## src/rtl/tcp_pkg.sv

```systemverilog
`timescale 1ns/1ps
package tcp_pkg;
   typedef enum logic [1:0] {
      SRC_OFF = 2'b00,
      SRC_BUS = 2'b01,
      SRC_FIX = 2'b10,
      SRC_EXT = 2'b11
   } src_e;
endpackage

```

## src/rtl/tcp_edge_sync.sv

```systemverilog
`timescale 1ns/1ps
// Synchronizer chain followed by a single-edge detector.
module tcp_edge_sync #(
   parameter int STAGES = 2,
   parameter bit RISING = 1'b1
) (
   input  logic clk,
   input  logic rst_n,
   input  logic din,
   output logic pulse
);
   localparam int LAST = STAGES - 1;

   if (STAGES < 2) begin : g_bad_stages
      $error("tcp_edge_sync: STAGES must be at least 2");
   end

   logic [LAST:0] chain;
   logic          prev_q;

   always_ff @(posedge clk or negedge rst_n) begin
      if (!rst_n) chain[0] <= 1'b0;
      else        chain[0] <= din;
   end

   for (genvar g = 1; g <= LAST; g++) begin : g_stage
      always_ff @(posedge clk or negedge rst_n) begin
         if (!rst_n) chain[g] <= 1'b0;
         else        chain[g] <= chain[g-1];
      end
   end

   always_ff @(posedge clk or negedge rst_n) begin
      if (!rst_n) prev_q <= 1'b0;
      else        prev_q <= chain[LAST];
   end

   if (RISING) begin : g_rise
      assign pulse = chain[LAST] & ~prev_q;
   end else begin : g_fall
      assign pulse = ~chain[LAST] & prev_q;
   end
endmodule

```

## src/rtl/tcp_src_mux.sv

```systemverilog
`timescale 1ns/1ps
// Picks the tick stream that feeds the prescaler.
module tcp_src_mux
   import tcp_pkg::*;
(
   input  src_e sel,
   input  logic fix_tick,
   input  logic ext_tick,
   output logic tick
);
   always_comb begin
      unique case (sel)
         SRC_OFF: tick = 1'b0;
         SRC_BUS: tick = 1'b1;
         SRC_FIX: tick = fix_tick;
         SRC_EXT: tick = ext_tick;
         default: tick = 1'b0;
      endcase
   end
endmodule

```

## src/rtl/tcp_prescaler.sv

```systemverilog
`timescale 1ns/1ps
// Free-running binary prescaler; fires when the low k bits wrap.
module tcp_prescaler #(
   parameter int PS_W = 3
) (
   input  logic            clk,
   input  logic            rst_n,
   input  logic            restart,
   input  logic            tick,
   input  logic [PS_W-1:0] div_sel,
   output logic            fire
);
   localparam int CNT_W = (1 << PS_W) - 1;

   if (PS_W < 1 || PS_W > 5) begin : g_bad_width
      $error("tcp_prescaler: PS_W must lie in 1..5");
   end

   logic [CNT_W-1:0] cnt_q;
   logic [CNT_W-1:0] low_mask;
   logic             at_wrap;

   assign low_mask = ~({CNT_W{1'b1}} << div_sel);
   assign at_wrap  = (cnt_q & low_mask) == low_mask;

   always_ff @(posedge clk or negedge rst_n) begin
      if (!rst_n)       cnt_q <= '0;
      else if (restart) cnt_q <= '0;
      else if (tick)    cnt_q <= cnt_q + 1'b1;
   end

   assign fire = tick & ~restart & at_wrap;
endmodule

```

## src/rtl/tmr_clk_prescale.sv

```systemverilog
`timescale 1ns/1ps
// Timer count-enable generator: source select, sync, edge detect, prescale.
module tmr_clk_prescale
   import tcp_pkg::*;
#(
   parameter int PS_W        = 3,
   parameter int SYNC_STAGES = 2,
   parameter bit EXT_RISE    = 1'b1
) (
   input  logic            clk,
   input  logic            rst_n,
   input  logic [1:0]      src_sel,
   input  logic [PS_W-1:0] div_sel,
   input  logic            fix_clk,
   input  logic            ext_clk,
   output logic            count_en
);
   src_e            sel_now;
   src_e            sel_q;
   logic [PS_W-1:0] div_q;
   logic            restart;
   logic            fix_tick;
   logic            ext_tick;
   logic            src_tick;

   assign sel_now = src_e'(src_sel);

   // Registered copy of the settings; a mismatch marks a change cycle.
   always_ff @(posedge clk or negedge rst_n) begin
      if (!rst_n) begin
         sel_q <= SRC_OFF;
         div_q <= '0;
      end else begin
         sel_q <= sel_now;
         div_q <= div_sel;
      end
   end

   assign restart = (sel_now != sel_q) | (div_sel != div_q) | (sel_now == SRC_OFF);

   tcp_edge_sync #(.STAGES(SYNC_STAGES), .RISING(1'b1)) u_fix_sync (
      .clk   (clk),
      .rst_n (rst_n),
      .din   (fix_clk),
      .pulse (fix_tick)
   );

   tcp_edge_sync #(.STAGES(SYNC_STAGES), .RISING(EXT_RISE)) u_ext_sync (
      .clk   (clk),
      .rst_n (rst_n),
      .din   (ext_clk),
      .pulse (ext_tick)
   );

   tcp_src_mux u_mux (
      .sel      (sel_now),
      .fix_tick (fix_tick),
      .ext_tick (ext_tick),
      .tick     (src_tick)
   );

   tcp_prescaler #(.PS_W(PS_W)) u_psc (
      .clk     (clk),
      .rst_n   (rst_n),
      .restart (restart),
      .tick    (src_tick),
      .div_sel (div_sel),
      .fire    (count_en)
   );
endmodule

```

## config.mk

```make
export PLATFORM = sky130hd
export DESIGN_NAME = tmr_clk_prescale
export DESIGN_NICKNAME = d
export VERILOG_FILES = /design/src/rtl/tcp_pkg.sv /design/src/rtl/tcp_edge_sync.sv /design/src/rtl/tcp_src_mux.sv /design/src/rtl/tcp_prescaler.sv /design/src/rtl/tmr_clk_prescale.sv
export SDC_FILE = /design/constraint.sdc
export NUM_CORES = 1
export LEC_CHECK = 0
export ABC_CLOCK_PERIOD_IN_PS = 1700
export BUFFER_PORTS_ARGS = -buffer_cell sky130_fd_sc_hd__buf_2
export CORE_UTILIZATION = 49
export DETAILED_ROUTE_END_ITERATION = 10
export PLACE_DENSITY = 0.72
export REMOVE_ABC_BUFFERS = 1
export SETUP_SLACK_MARGIN = 0.2
export SLEW_MARGIN = 20
export SYNTH_ARGS = -nofsm -noshare
export SYNTH_HDL_FRONTEND = slang
export SYNTH_SLANG_ARGS = --single-unit
```

## constraint.sdc

```tcl
create_clock -name clk -period 1.7 [get_ports clk]
set_input_delay 0.34 -clock clk [delete_from_list [all_inputs] [get_ports clk]]
set_output_delay 0.34 -clock clk [all_outputs]
set_load 0.02 [all_outputs]
```

==> flow_metrics.env, run 1 <==
export IMPL_multi_input_area_um2=392
export IMPL_drv_cap=0
export IMPL_end_kind="output pin"
export IMPL_place_congestion=0.902
export IMPL_max_slew_margin=0.729
export IMPL_ir_worst_vdd_mv=0.560
export IMPL_io_pins=10
export IMPL_wire_per_inst_um=14.6
export IMPL_timing_final_ws_setup_ns=-0.443
export IMPL_cts_setup_buffers=0
export IMPL_violations="DRC, setup timing"
export IMPL_syn_inst=77
export IMPL_seq_area_um2=450
export IMPL_fmax_ghz=0.467
export IMPL_start_util=0.541
export IMPL_die_w_um=43.5
export IMPL_final_util=0.672
export IMPL_yosysSeqAreaShare=0.534
export IMPL_core_area_um2=1560
export IMPL_outcome="finished with violations"
export IMPL_cts_sinks=18
export IMPL_port_buffers=9
export IMPL_layout_commonest_cell="dfrtp_1"
export IMPL_syn_area_um2=843
export IMPL_ys_top_cells_by_area="dfrtp_1 (53%), nand3_1 (4.2%), o21ai_0 (4.2%), a21oi_1 (3.6%), nand4_1 (3.0%)"
export IMPL_arrival_ns=1.80
export IMPL_cts_root_buffer="clkbuf_4"
export IMPL_antenna_found_initial=0
export IMPL_top_layer="met4"
export IMPL_drtIter0Drc=9
export IMPL_ys_ff_latch=18
export IMPL_grt_overflow=0
export IMPL_drive_gt1_frac=0.307
export IMPL_synth_top_cell_area_share=0.534
export IMPL_power_density_nw_per_um2=699
export IMPL_synth_top_area_cell="dfrtp_1"
export IMPL_cts_htree_levels=1
export IMPL_grt_pass1_vias=717
export IMPL_pre_cts_ws_ns=-0.304
export IMPL_path_clk_slew_ns=0.09
export IMPL_grt_usage=0.223
export IMPL_rsz0062_at_grt="yes"
export IMPL_avgSynthCellArea_um2=11.0
export IMPL_async_reset_ff_frac=1.00
export IMPL_firstDrtPassIters=8
export IMPL_synth_edff_count=0
export IMPL_rows=14
export IMPL_nFillCells=123
export IMPL_ant_nets=0
export IMPL_path_class="flop to output pin"
export IMPL_worstMarginPinSlew_ns=0.407
export IMPL_worstPathRequired_ns=1.36
export IMPL_fin_crit_sh=1.26
export IMPL_drv_slew=0
export IMPL_clockBufferDepth=2
export IMPL_via_per_inst=6.22
export IMPL_setup_viol=1
export IMPL_dr_wl_met3_um=77
export IMPL_synth_ff_type="dfrtp_1"
export IMPL_drc=2
export IMPL_cts_tree="yes"
export IMPL_hpwl_mm=1.29
export IMPL_die_y_um=43.5
export IMPL_grt_max_degree=19
export IMPL_area_growth_pct=24.2
export IMPL_num_antenna_cells=0
export IMPL_wirelength_met1_um=744
export IMPL_crit_path_start_kind="flop"
export IMPL_dr_total_vias=728
export IMPL_grt_pass1_wl_mm=3.00
export IMPL_route_met2_wl_um=852
export IMPL_final_cell_mix="dfrtp_1 (18), buf_4 (12), buf_2 (8), o21ai_0 (7), nand3_1 (6)"
export IMPL_period_needed_ns=2.14
export IMPL_drt_wl_total_mm=1.71
export IMPL_hold_path_class="input pin to flop"
export IMPL_power_leakage_nw=0.433
export IMPL_numCtsBuffers=3
export IMPL_final_net_count=113
export IMPL_hold_violations=0
export IMPL_dieArea_um2=1890
export IMPL_clk_latency_ns=0.29
export IMPL_cp_max_fo=2
export IMPL_synth_warnings=0
export IMPL_fin_skew_ns=0.00349
export IMPL_synth_cell_types=31
-- worst paths after layout --
path | slack [ns] | endpoint | startpoint | cells after the start
max in group asynchronous | 0.91 | u_fix_sync.chain[1] | rst_n | 2
min in group asynchronous | 0.50 | u_psc.cnt_q[6] | rst_n | 2
hold / removal | 0.15 | u_fix_sync.chain[0] | fix_clk | 1
hold reg to reg | 0.36 | u_fix_sync.chain[1] | u_fix_sync.chain[0] | 0
setup / recovery | -0.44 | count_en | u_fix_sync.prev_q | 4
setup reg to reg | 0.25 | u_psc.cnt_q[6] | u_fix_sync.prev_q | 4
-- power breakdown --
| part | switching [W] | internal (W) | leakage (nW) | total (W) |
|---|---|---|---|---|
| Sequential | 0.00000652 | 0.000441 | 0.226 | 0.000448 |
| Clock | 0.000121 | 0.0000824 | 0.0138 | 0.000203 |
| Combinational | 0.0000434 | 0.0000372 | 0.194 | 0.0000806 |
| Total | 0.000171 | 0.000561 | 0.433 | 0.000732 |
-- cell families (layout without fill, tap and decap cells) --
| family | count (synthesis) | in the layout | synth area share |
|---|---|---|---|
| AO/OA/AOI/OAI | 25 | 25 | 0.197 |
| multiplexers | 1 | 1 | 0.0119 |
| AND/OR/NAND/NOR | 24 | 24 | 0.181 |
| XOR/XNOR | 4 | 4 | 0.0416 |
| flip-flops | 18 | 18 | 0.534 |
| buffers and inverters | 4 | 28 | 0.0193 |
| adder cells (fa/ha/maj) | 1 | 1 | 0.0148 |
-- layer usage --
layer	global-route usage	vias to the layer above
met1	0.260	353
met3	0.0500	8
met4	0.0750	0
met5	0	-
li1	-	344
met2	0.403	23
-- stage by stage --
step                instances  setup TNS (ns)  cell area [um2]  power [W]  hold WS [ns]
floorplan                  76          -0.212              838   0.000483        0.0444
global placement          113          -0.290              993   0.000528         0.285
detailed placement        113          -0.304              993   0.000532         0.286
CTS                       117          -0.461             1030   0.000736         0.145
global route              117          -0.540             1050   0.000771         0.136
finish                    117          -0.443             1050   0.000732         0.151
-- worst max-delay path, stage by stage (launching register included) --
cell and delay (ns):
dfrtp_1 0.39, or4b_4 0.49, a221o_1 0.32, a211oi_2 0.15, buf_4 0.17
-- cell usage after synthesis, types with 2 or more instances --
| cell type | number |
|---|---|
| a21o_1 | 3 |
| a21oi_1 | 6 |
| a221o_1 | 2 |
| dfrtp_1 | 18 |
| inv_1 | 2 |
| nand2_1 | 2 |
| nand3_1 | 7 |
| nand4_1 | 4 |
| nor3_1 | 3 |
| o21ai_0 | 7 |
| xnor2_1 | 2 |
| xor2_1 | 2 |
-- layout make-up --
class / count / share of cell area
timing repair buffer: 22 / 0.145
inverter: 3 / 0.0108
clock buffer: 3 / 0.0215
multi-input combinational: 55 / 0.374
tap: 16 / 0.0191
sequential: 18 / 0.430
-- sequential cells by signal, indices dropped and copies added (netlist names) --
signal / count
div_q: 3
u_psc.cnt_q: 7
sel_q: 2
u_fix_sync.chain: 2
u_ext_sync.chain: 2
u_ext_sync.prev_q: 1
u_fix_sync.prev_q: 1
-- timing repair --
| action | 4_1_cts | 5_1_grt |
|---|---|---|
| resized for setup | 2 | 3 |
| hold endpoints to repair | 18 | 0 |
| endpoints found under the setup margin | 2 | 5 |
| hold buffers | 1 | 0 |
| pin swaps | 1 | 0 |
No activity file was read; power rests on OpenSTA's default activity.
==> inputs of run 2 (changes only) <==
--- a/config.mk
+++ b/config.mk
@@ -10,7 +10,6 @@
 export CORE_UTILIZATION = 49
 export DETAILED_ROUTE_END_ITERATION = 10
 export PLACE_DENSITY = 0.72
-export REMOVE_ABC_BUFFERS = 1
 export SETUP_SLACK_MARGIN = 0.2
 export SLEW_MARGIN = 20
 export SYNTH_ARGS = -nofsm -noshare
==> run 2 against run 1 <==
Via count up 5.2%. Cell count up 5.1%. Global-route usage up 1.1 points. The run ends with setup timing left. Worst hold slack worse by 0.0067 ns. Critical endpoint unchanged. Sequential share of layout area down 2.8 points.
==> flow_metrics.env, run 2 (same netlist as run 1, synthesis figures left out) <==
export IMPL_outcome="finished with violations"
export IMPL_violations="setup timing"
export IMPL_rsz0062_at_grt="yes"
export IMPL_hold_violations=0
export IMPL_drc=0
export IMPL_wire_per_inst_um=15.5
export IMPL_cts_root_buffer="clkbuf_4"
export IMPL_min_delay_worst_endpoint="u_fix_sync.chain[0]"
export IMPL_drive_gt1_frac=0.355
export IMPL_antenna_found_initial=0
export IMPL_drv_cap=0
export IMPL_worstHoldPathCells=1
export IMPL_via_per_inst=6.23
export IMPL_firstDrtPassIters=4
export IMPL_cpPeakStageDelay_ns=0.50
export IMPL_cts_sinks=18
export IMPL_power_leakage_nw=0.466
export IMPL_fmax_ghz=0.455
export IMPL_grt_pass1_wl_mm=3.18
export IMPL_max_slew_margin=0.739
export IMPL_period_needed_ns=2.20
export IMPL_ant_nets=0
export IMPL_die_w_um=43.5
export IMPL_start_util=0.541
export IMPL_switching_share=0.234
export IMPL_largest_reg_flops=7
export IMPL_crit_family="compound AO/OA/AOI/OAI gates"
export IMPL_crit_chain="or4b_4, a221o_1, a211oi_4, buf_6"
export IMPL_crit_path_start_kind="flop"
export IMPL_top_regs="u_psc.cnt_q: 7 flops, div_q: 3 flops"
export IMPL_cts_tree="yes"
export IMPL_power_density_nw_per_um2=718
export IMPL_r2r_end="u_psc.cnt_q[6]"
export IMPL_final_util=0.718
export IMPL_drv_slew=0
export IMPL_ir_worst_vdd_mv=0.629
export IMPL_hold_path_class="input pin to flop"
export IMPL_numCtsBuffers=3
export IMPL_layout_commonest_cell="dfrtp_1"
export IMPL_pwr_share_seq=0.558
export IMPL_power_w=0.000804
export IMPL_fin_skew_ns=0.00143
export IMPL_clockBufferDepth=2
export IMPL_r2r_slack_ns=0.12
export IMPL_area_growth_pct=32.8
export IMPL_worstPathRequired_ns=1.36
export IMPL_drt_wl_total_mm=1.91
export IMPL_min_from="fix_clk"
export IMPL_crit_buf_inv=1
export IMPL_clk_latency_ns=0.29
export IMPL_grt_usage=0.234
export IMPL_cp_max_fo=2
export IMPL_r2r_start="u_fix_sync.prev_q"
export IMPL_p_switching_w=0.000188
export IMPL_core_area_um2=1560
export IMPL_end_kind="output pin"
export IMPL_setup_viol=1
export IMPL_reg2reg_depth=5
export IMPL_power_frac_comb=0.113
export IMPL_pre_cts_ws_ns=-0.384
export IMPL_final_cell_mix="dfrtp_1 (18), buf_4 (16), buf_2 (8), o21ai_0 (7), nand3_1 (5)"
export IMPL_finalSetupTns_ns=-0.499
export IMPL_dpl_cell_area_um2=1020
export IMPL_power_internal_w=0.000615
export IMPL_path_clk_slew_ns=0.10
export IMPL_rows=14
export IMPL_io_pins=10
export IMPL_hpwl_mm=1.35
export IMPL_grt_overflow=0
export IMPL_fin_area_um2=1120
export IMPL_grt_max_degree=19
export IMPL_arrival_ns=1.86
export IMPL_largest_register="u_psc.cnt_q"
export IMPL_syn_nets=87
export IMPL_port_buffers=9
export IMPL_clockPowerShare=0.329
export IMPL_drtIter0Drc=22
export IMPL_dr_total_vias=766
export IMPL_fin_crit_sh=1.29
export IMPL_crit_slowest_cell="or4b_4"
export IMPL_num_antenna_cells=0
export IMPL_die_y_um=43.5
export IMPL_path_class="flop to output pin"
export IMPL_grt_pass1_vias=712
export IMPL_final_net_count=118
export IMPL_timing_final_ws_setup_ns=-0.499
export IMPL_place_congestion=0.858
export IMPL_worstMarginPinSlew_ns=0.391
export IMPL_cts_htree_levels=1
export IMPL_dieArea_um2=1890
run 2: cell count changes in the layout (fill, tap and decap cells not counted), sizes merged:
| cell | before | now |
|---|---|---|
| clkbuf | 3 | 4 |
| buf | 21 | 26 |
run 2: worst max path at each step:
stage / start / end / slack [ns] / depth (start not counted)
floorplan: src_sel[0] / count_en / -0.27 / 4
global placement: src_sel[1] / count_en / -0.35 / 6
detailed placement: src_sel[1] / count_en / -0.38 / 6
CTS: u_fix_sync.prev_q / count_en / -0.53 / 4
global route: u_fix_sync.prev_q / count_en / -0.54 / 4
finish: u_fix_sync.prev_q / count_en / -0.50 / 4
run 2: layout make-up:
type	count	area, um2
sequential	18	450
fill	111	439
multi-input combinational	55	409
timing repair buffer	27	193
clock buffer	4	36.3
tap	16	20.0
inverter	3	11.3
run 2: per-stage QoR:
step,std cells,hold WS [ns]
floorplan,77,0.0444
global placement,116,0.283
detailed placement,116,0.292
CTS,121,0.142
global route,123,0.127
finish,123,0.144
run 2: routing by layer:
metal / part of all wire / GRT usage / vias to the layer above
met4: 0.020 / 0.113 / 0
met2: 0.49 / 0.382 / 25
li1: - / - / 355
met5: 0 / 0 / -
met1: 0.45 / 0.297 / 381
met3: 0.039 / 0.0500 / 5
run 2: power by group through the flow:
stage / registers (W) / clock network [W] / logic (W)
floorplan: 0.000455 / 0 / 0.0000341
global placement: 0.000455 / 0 / 0.0000806
detailed placement: 0.000457 / 0 / 0.0000827
CTS: 0.000448 / 0.000268 / 0.0000855
global route: 0.000449 / 0.000282 / 0.000100
finish: 0.000448 / 0.000264 / 0.0000909
run 2: timing repair:
item / in CTS / in global routing
resized for setup: 3 / 6
setup endpoints to repair: 2 / 4
hold endpoints to repair: 18 / 0
pin swaps: 3 / 2
setup buffers: 0 / 2
hold buffers: 1 / 0
